**src/rtl/mcpwm_pkg.sv**
```systemverilog
package mcpwm_pkg;
  localparam int unsigned DW  = 16;
  localparam int unsigned PSW = 6;

  localparam logic [3:0] W_CTRL = 4'd0;
  localparam logic [3:0] W_MODE = 4'd1;
  localparam logic [3:0] W_OUTC = 4'd2;
  localparam logic [3:0] W_CNT  = 4'd5;
  localparam logic [3:0] W_CMPA = 4'd6;
  localparam logic [3:0] W_CMPB = 4'd7;
  localparam logic [3:0] W_CMPC = 4'd8;
  localparam logic [3:0] W_CMPD = 4'd9;

  localparam logic [1:0] MODE_PWM = 2'd2;

  typedef struct packed {
    logic [2:0] clr;
    logic [1:0] edge_sel;
    logic [2:0] psc;
  } ctrl_t;

  // tick qualifier from the shared prescaler phase
  function automatic logic tick_sel(logic [PSW-1:0] pre, logic [2:0] psc, logic [1:0] edge_sel);
    logic [PSW-1:0] mask;
    logic [PSW-1:0] low;
    logic [PSW-1:0] half;
    logic rise;
    logic fall;
    case (psc)
      3'd0:    mask = '0;
      3'd1:    mask = PSW'(3);
      3'd2:    mask = PSW'(15);
      default: mask = PSW'(63);
    endcase
    low  = pre & mask;
    half = (mask >> 1) + PSW'(1);
    rise = (low == '0);
    fall = (low == half);
    if (mask == '0) return 1'b1;
    case (edge_sel)
      2'd0:    return rise;
      2'd1:    return fall;
      default: return rise | fall;
    endcase
  endfunction
endpackage

```
**src/rtl/mcpwm_prescaler.sv**
```systemverilog
module mcpwm_prescaler
  import mcpwm_pkg::*;
(
  input  logic           clk_i,
  input  logic           rst_ni,
  output logic [PSW-1:0] pre_o
);
  logic [PSW-1:0] pre_q;

  always_ff @(posedge clk_i or negedge rst_ni) begin
    if (!rst_ni) pre_q <= '0;
    else         pre_q <= pre_q + PSW'(1);
  end

  assign pre_o = pre_q;
endmodule

```
**src/rtl/mcpwm_regif.sv**
```systemverilog
module mcpwm_regif #(
  parameter int unsigned NCH = 4,
  parameter int unsigned AW  = 8,
  localparam int unsigned CIW = (NCH > 1) ? $clog2(NCH) : 1
) (
  input  logic           we_i,
  input  logic [AW-1:0]  addr_i,
  output logic           start_sel_o,
  output logic           start_we_o,
  output logic           ch_hit_o,
  output logic [CIW-1:0] ch_idx_o,
  output logic [3:0]     widx_o,
  output logic [NCH-1:0] ch_we_o
);
  localparam logic [AW-1:0] BASE = AW'(8'h10);
  localparam logic [5:0]    LAST = 6'h24;

  logic [AW-1:0] rel;
  logic          in_range;

  assign rel         = addr_i - BASE;
  assign in_range    = ({1'b0, rel[AW-1:6]} < NCH[AW-6:0]);
  assign ch_hit_o    = (addr_i >= BASE) && in_range && (rel[5:0] <= LAST) && (rel[1:0] == 2'b00);
  assign ch_idx_o    = rel[6 +: CIW];
  assign widx_o      = rel[5:2];
  assign start_sel_o = (addr_i == '0);
  assign start_we_o  = we_i && start_sel_o;

  for (genvar i = 0; i < NCH; i++) begin : g_we
    localparam logic [CIW-1:0] IDX = CIW'(i);
    assign ch_we_o[i] = we_i && ch_hit_o && (ch_idx_o == IDX);
  end
endmodule

```
**src/rtl/mcpwm_channel.sv**
```systemverilog
module mcpwm_channel
  import mcpwm_pkg::*;
(
  input  logic           clk_i,
  input  logic           rst_ni,
  input  logic           run_i,
  input  logic [PSW-1:0] pre_i,
  input  logic           we_i,
  input  logic [3:0]     widx_i,
  input  logic [DW-1:0]  wdata_i,
  output logic [DW-1:0]  rdata_o,
  output logic           pin_o
);
  ctrl_t            ctrl_q;
  logic [1:0]       mode_q;
  logic [2:0]       outc_q;
  logic [DW-1:0]    cnt_q;
  logic [3:0][DW-1:0] cmp_q;
  logic             pin_q;

  logic tick, a_hit, clr_hit, pwm_mode, cnt_we, outc_we, init_lvl, act_lvl;

  assign tick     = run_i && tick_sel(pre_i, ctrl_q.psc, ctrl_q.edge_sel);
  assign a_hit    = (cnt_q == cmp_q[0]);
  assign pwm_mode = (mode_q == MODE_PWM);
  assign cnt_we   = we_i && (widx_i == W_CNT);
  assign outc_we  = we_i && (widx_i == W_OUTC);
  assign init_lvl = outc_q[2];

  always_comb begin
    case (ctrl_q.clr)
      3'd1:    clr_hit = (cnt_q == cmp_q[0]);
      3'd2:    clr_hit = (cnt_q == cmp_q[1]);
      3'd5:    clr_hit = (cnt_q == cmp_q[2]);
      3'd6:    clr_hit = (cnt_q == cmp_q[3]);
      default: clr_hit = 1'b0;
    endcase
  end

  always_comb begin
    case (outc_q[1:0])
      2'd0:    act_lvl = pin_q;
      2'd1:    act_lvl = 1'b0;
      2'd2:    act_lvl = 1'b1;
      default: act_lvl = ~pin_q;
    endcase
  end

  // configuration registers
  always_ff @(posedge clk_i or negedge rst_ni) begin
    if (!rst_ni) begin
      ctrl_q <= '0;
      mode_q <= '0;
      outc_q <= '0;
      cmp_q  <= '0;
    end else if (we_i) begin
      case (widx_i)
        W_CTRL: ctrl_q   <= ctrl_t'(wdata_i[7:0]);
        W_MODE: mode_q   <= wdata_i[1:0];
        W_OUTC: outc_q   <= wdata_i[2:0];
        W_CMPA: cmp_q[0] <= wdata_i;
        W_CMPB: cmp_q[1] <= wdata_i;
        W_CMPC: cmp_q[2] <= wdata_i;
        W_CMPD: cmp_q[3] <= wdata_i;
        default: ;
      endcase
    end
  end

  always_ff @(posedge clk_i or negedge rst_ni) begin
    if (!rst_ni)      cnt_q <= '0;
    else if (cnt_we)  cnt_q <= wdata_i;
    else if (tick)    cnt_q <= clr_hit ? '0 : cnt_q + DW'(1);
  end

  // A action has priority over the period restore
  always_ff @(posedge clk_i or negedge rst_ni) begin
    if (!rst_ni)                    pin_q <= 1'b0;
    else if (!run_i)                pin_q <= init_lvl;
    else if (tick && a_hit)         pin_q <= act_lvl;
    else if (tick && clr_hit && pwm_mode) pin_q <= init_lvl;
  end

  assign pin_o = run_i ? pin_q : init_lvl;

  always_comb begin
    case (widx_i)
      W_CTRL:  rdata_o = {8'h00, ctrl_q};
      W_MODE:  rdata_o = {14'h0, mode_q};
      W_OUTC:  rdata_o = {13'h0, outc_q};
      W_CNT:   rdata_o = cnt_q;
      W_CMPA:  rdata_o = cmp_q[0];
      W_CMPB:  rdata_o = cmp_q[1];
      W_CMPC:  rdata_o = cmp_q[2];
      W_CMPD:  rdata_o = cmp_q[3];
      default: rdata_o = '0;
    endcase
  end

  a_r2_hold_stopped: assert property (@(posedge clk_i) disable iff (!rst_ni)
    (!run_i && !cnt_we) |=> $stable(cnt_q));
  a_r6_clear_zero: assert property (@(posedge clk_i) disable iff (!rst_ni)
    (tick && clr_hit && !cnt_we) |=> (cnt_q == '0));
  a_r6_count_up: assert property (@(posedge clk_i) disable iff (!rst_ni)
    (tick && !clr_hit && !cnt_we) |=> (cnt_q == $past(cnt_q) + DW'(1)));
  a_r7_keep_level: assert property (@(posedge clk_i) disable iff (!rst_ni)
    (tick && a_hit && outc_q[1:0] == 2'd0 && !outc_we) |=> (pin_q == $past(pin_q)));
  a_r8_restore: assert property (@(posedge clk_i) disable iff (!rst_ni)
    (pwm_mode && tick && clr_hit && !a_hit && !outc_we) |=> (pin_o == outc_q[2]));
endmodule

```
**src/rtl/mcpwm_timer.sv**
```systemverilog
module mcpwm_timer
  import mcpwm_pkg::*;
#(
  parameter int unsigned NCH = 4,
  parameter int unsigned AW  = 8
) (
  input  logic           clk_i,
  input  logic           rst_ni,
  input  logic           bus_we_i,
  input  logic [AW-1:0]  bus_addr_i,
  input  logic [DW-1:0]  bus_wdata_i,
  output logic [DW-1:0]  bus_rdata_o,
  output logic [NCH-1:0] pwm_o
);
  localparam int unsigned CIW = (NCH > 1) ? $clog2(NCH) : 1;

  logic [PSW-1:0]         pre;
  logic                   start_sel, start_we, ch_hit;
  logic [CIW-1:0]         ch_idx;
  logic [3:0]             widx;
  logic [NCH-1:0]         ch_we;
  logic [NCH-1:0]         start_q;
  logic [NCH-1:0][DW-1:0] ch_rdata;

  mcpwm_prescaler u_psc (.clk_i(clk_i), .rst_ni(rst_ni), .pre_o(pre));

  mcpwm_regif #(.NCH(NCH), .AW(AW)) u_regif (
    .we_i(bus_we_i), .addr_i(bus_addr_i), .start_sel_o(start_sel),
    .start_we_o(start_we), .ch_hit_o(ch_hit), .ch_idx_o(ch_idx),
    .widx_o(widx), .ch_we_o(ch_we));

  always_ff @(posedge clk_i or negedge rst_ni) begin
    if (!rst_ni)       start_q <= '0;
    else if (start_we) start_q <= bus_wdata_i[NCH-1:0];
  end

  for (genvar i = 0; i < NCH; i++) begin : g_ch
    mcpwm_channel u_ch (
      .clk_i(clk_i), .rst_ni(rst_ni), .run_i(start_q[i]), .pre_i(pre),
      .we_i(ch_we[i]), .widx_i(widx), .wdata_i(bus_wdata_i),
      .rdata_o(ch_rdata[i]), .pin_o(pwm_o[i]));
  end

  always_comb begin
    if (start_sel)   bus_rdata_o = {{(DW-NCH){1'b0}}, start_q};
    else if (ch_hit) bus_rdata_o = ch_rdata[ch_idx];
    else             bus_rdata_o = '0;
  end

  a_r2_run_write: assert property (@(posedge clk_i) disable iff (!rst_ni)
    start_we |=> (start_q == $past(bus_wdata_i[NCH-1:0])));
  a_r3_one_target: assert property (@(posedge clk_i) disable iff (!rst_ni)
    $onehot0({start_we, ch_we}));
endmodule

```
**config.mk**
```make
export PLATFORM = sky130hd
export DESIGN_NAME = mcpwm_timer
export DESIGN_NICKNAME = d
export VERILOG_FILES = /design/src/rtl/mcpwm_pkg.sv /design/src/rtl/mcpwm_prescaler.sv /design/src/rtl/mcpwm_regif.sv /design/src/rtl/mcpwm_channel.sv /design/src/rtl/mcpwm_timer.sv
export SDC_FILE = /design/constraint.sdc
export NUM_CORES = 1
export LEC_CHECK = 0
export ABC_AREA = 1
export BUFFER_PORTS_ARGS = -buffer_cell sky130_fd_sc_hd__buf_2
export CAP_MARGIN = 20
export CORE_ASPECT_RATIO = 0.8
export CORE_UTILIZATION = 45
export CTS_CLUSTER_SIZE = 10
export DETAILED_ROUTE_END_ITERATION = 8
export PLACE_DENSITY = 0.71
export SYNTH_ARGS = -nofsm -noshare
export SYNTH_HDL_FRONTEND = slang
export SYNTH_HIERARCHICAL = 1
export SYNTH_SLANG_ARGS = --single-unit
```
**constraint.sdc**
```tcl
create_clock -name clk_i -period 2.94 [get_ports clk_i]
set_clock_uncertainty 0.15 [all_clocks]
set_input_delay 0.294 -clock clk_i [delete_from_list [all_inputs] [get_ports clk_i]]
set_output_delay 0.294 -clock clk_i [all_outputs]
set_load 0.03 [all_outputs]
```
==> summary.md <==
| Metric | Value |
|---|---|
| Yosys cell types | `50` |
| Post-layout instance area | `roughly 28000 um^2` |
| WP data required | `approximately 2.5 ns` |
| Seq pwr share | `0.441` |
| Wire per inst | `approximately 21 um` |
| I/O Buffers | `46` |
| Gpl congestion | `1.01` |
| Fin worst setup slack | `between 0.05 and 0.06 ns` |
| Htree depth | `2` |
| CP Launch Type | `input pin` |
| Post-Synthesis Cells | `about 3300` |
| Final Setup Violations | `0` |
| Site Rows | `74` |
| Commonest cells in the netlist | `nand2_1, dfrtp_1, o21ai_0` |
| Combinational power share | `0.191` |
| Worst-path clk slew | `0.05 ns` |
| Pins Over Slew Limit | `0` |
| Crit end category | `primary output` |
| Clock root buffer | `clkbuf_16` |
| Most frequent cell after synthesis | `nand2_1` |
| Pint | `9.52 mW` |
| Hpwl dp | `between 60000 and 70000 um` |
| Synth area leaders | `dfrtp_1, nand2_1, o21ai_0` |
| Vias in the first global route | `approximately 22000` |
| Routed WL | `87800 um` |
| CTS Buffer Depth | `3` |
| Share of cells above drive strength 1 | `0.160` |
| Syn Std Cell Area | `23700 um^2` |
| Fmax | `~350 MHz` |
| Detail Route Antenna Nets | `0` |
| Final hold vios | `0` |
| Overflow after GRT | `0` |
| Worst path arrival time | `between 2 and 2.5 ns` |
| TritonCTS clock tree | `built` |
| Final Critical Period | `just under 3 ns` |
| Die width | `around 260 um` |
| Yosys warnings | `6` |
| Post-synth EDFFs | `0` |
| Max Cap Violations | `0` |
| Post-synth top area share | `0.407` |
| Pwr dens | `~500 nW/um^2` |
| CTS Sinks | `between 300 and 400` |
| Nets | `around 3500` |
| WS Path Type | `in2out` |
| P_leak | `13.5 nW` |
| Vias per cell | `a little under 6` |
| Psw | `~4.5 mW` |
| Worst hold slack | `about 0.042 ns` |
| CP max FO | `6` |
| Initial DRC Count | `between 3000 and 4000` |
| Total negative slack | `0 ns` |
| Initial Util | `0.460` |
| Core area | `51600 um^2` |
| Period utilization | `0.982` |
| Pre-CTS setup slack | `-0.352 ns` |
| Die ar. | `53700 um^2` |
| Worst hold path type | `in2reg` |
| Worst-skew pair later-pin latency | `~0.60 ns` |
| Ys async rst share | `1.00` |
| GRT Total Usage | `0.322` |
| RSZ-0062 raised after global routing | `yes` |
| Post-Syn Area per Cell | `approximately 7.3 um^2` |
| Num CTS Buffers | `between 40 and 50` |
| Drt drc | `0` |
| Yosys top cell by area | `dfrtp_1` |
| TritonRoute pass-1 iters | `8` |
| Via count | `around 24000` |
| Area after DPL | `between 20000 and 30000 um^2` |
| Switching part of the total | `0.320` |
| Peak supply drop | `just under 0.4 mV` |
| Io pins | `47` |
| First-pass GRT wire length | `134000 um` |
| Most common flop cell mapped by yosys | `dfrtp_1` |
| Pin count of the biggest net entering global routing | `80` |
| Worst rel slew slack | `0.509` |
| Layout Utilization | `0.543` |
| Initial antenna violation count | `2` |
| Area Overhead vs Synth | `17.8%` |
| Clk pwr share | `0.368` |
| Status | `completed` |
| Post-Syn Nets | `3310` |
| Worst slew pin tran | `about 0.73 ns` |
| Seq/Total Area, Yosys | `0.407` |
| Synthesized flop and latch total | `a little under 400` |
| N_diodes | `0` |
| Die H | `207 um` |
==> worst paths after layout <==
kind	startpoint	end	slack (ns)	cells past startpoint
min in group asynchronous	rst_ni	g_ch[1].u_ch/cnt_q[9]	0.06	2
worst max-delay path	bus_addr_i[5]	bus_rdata_o[10]	0.05	16
worst min register to register	g_ch[3].u_ch/cmp_q[46]	g_ch[3].u_ch/cmp_q[46]	0.33	2
max in group asynchronous	rst_ni	g_ch[0].u_ch/cmp_q[61]	1.72	3
worst max register to register	g_ch[3].u_ch/cnt_q[0]	g_ch[3].u_ch/cnt_q[14]	0.18	11
worst min-delay path	bus_wdata_i[10]	g_ch[1].u_ch/cnt_q[10]	0.04	3
==> layer usage <==
metal	up-vias	track usage	share of wire
met5	-	0	0
met4	0	0.109	0.037
met3	162	0.101	0.14
met2	1491	0.428	0.39
met1	11487	0.485	0.44
li1	11139	-	-
==> sequential cells by signal, summed over array words and instances (netlist names) <==
signal and flops:
g_ch.u_ch/mode_q 8, g_ch.u_ch/pin_q 4, u_psc/pre_o 6, g_ch.u_ch/cmp_q 256
g_ch.u_ch/cnt_q 64, start_q 4, g_ch.u_ch/outc_q 12, g_ch.u_ch/ctrl_q 32
==> area by class of cell <==
type                       instances  area [um^2]
clock inverter                     1         8.76
sequential                       386         9660
inverter                         403         1550
clock buffer                      58         1250
multi-input combinational       2334        12500
timing repair buffer             258         2190
tap                              684          856
fill                            4917        23600
==> cell usage in the layout (no fill, tap or decap), types with 30 or more instances in the layout <==
cell | netlist | routed
a221oi_2 | 0 | 42
nand3_1 | 235 | 223
dfrtp_1 | 386 | 385
o22ai_1 | 64 | 63
inv_2 | 22 | 38
clkbuf_16 | 0 | 47
nor2_1 | 170 | 166
xor2_1 | 85 | 85
nand2_1 | 979 | 958
o21ai_0 | 373 | 355
o21bai_2 | 30 | 30
inv_1 | 370 | 350
buf_4 | 11 | 183
nand4_1 | 116 | 116
==> metrics by stage <==
step | cells | total power, mW
global placement | 4042 | 8.69
global route | 4124 | 14.5
floorplan | 3267 | 7.68
CTS | 4109 | 13.9
finish | 4124 | 14.0
detailed placement | 4042 | 8.71
==> power by group through the flow <==
stage	combinational (mW)	clock, mW	sequential (mW)
2_1_floorplan	1.67	0	6.00
3_3_place_gp	2.48	0	6.21
3_5_place_dp	2.51	0	6.21
4_1_cts	2.55	5.21	6.13
5_1_grt	2.93	5.41	6.19
6_report	2.68	5.15	6.17
==> logic make-up after synthesis <==
group,after synthesis,share of synthesized area
simple gates,1572,0.284
buf+inv,547,0.0956
fa+ha+maj,16,0.00843
xor+xnor,89,0.0328
compound gates,653,0.170
mux,4,0.00190
flops,386,0.407
==> critical path: stages <==
cell,delay (ns)
buf_6,0.07
inv_2,0.04
ha_4,0.29
inv_6,0.05
inv_1,0.08
nand2_1,0.07
buf_4,0.15
nor3_4,0.22
buf_4,0.22
nand2_1,0.06
o211ai_1,0.23
inv_1,0.08
nand2_1,0.09
nand3_1,0.09
a21oi_2,0.20
buf_4,0.19
==> repair_timing <==
action                     4_1_cts  5_1_grt
gates resized for setup         68      134
gates cloned                     0        1
pin swaps                       15       38
setup endpoints to repair       16       17
hold endpoints to repair       169        0
hold buffers                     5        0
buffers inserted                 3       14
Note: power is estimated with default switching activity, not from simulation.
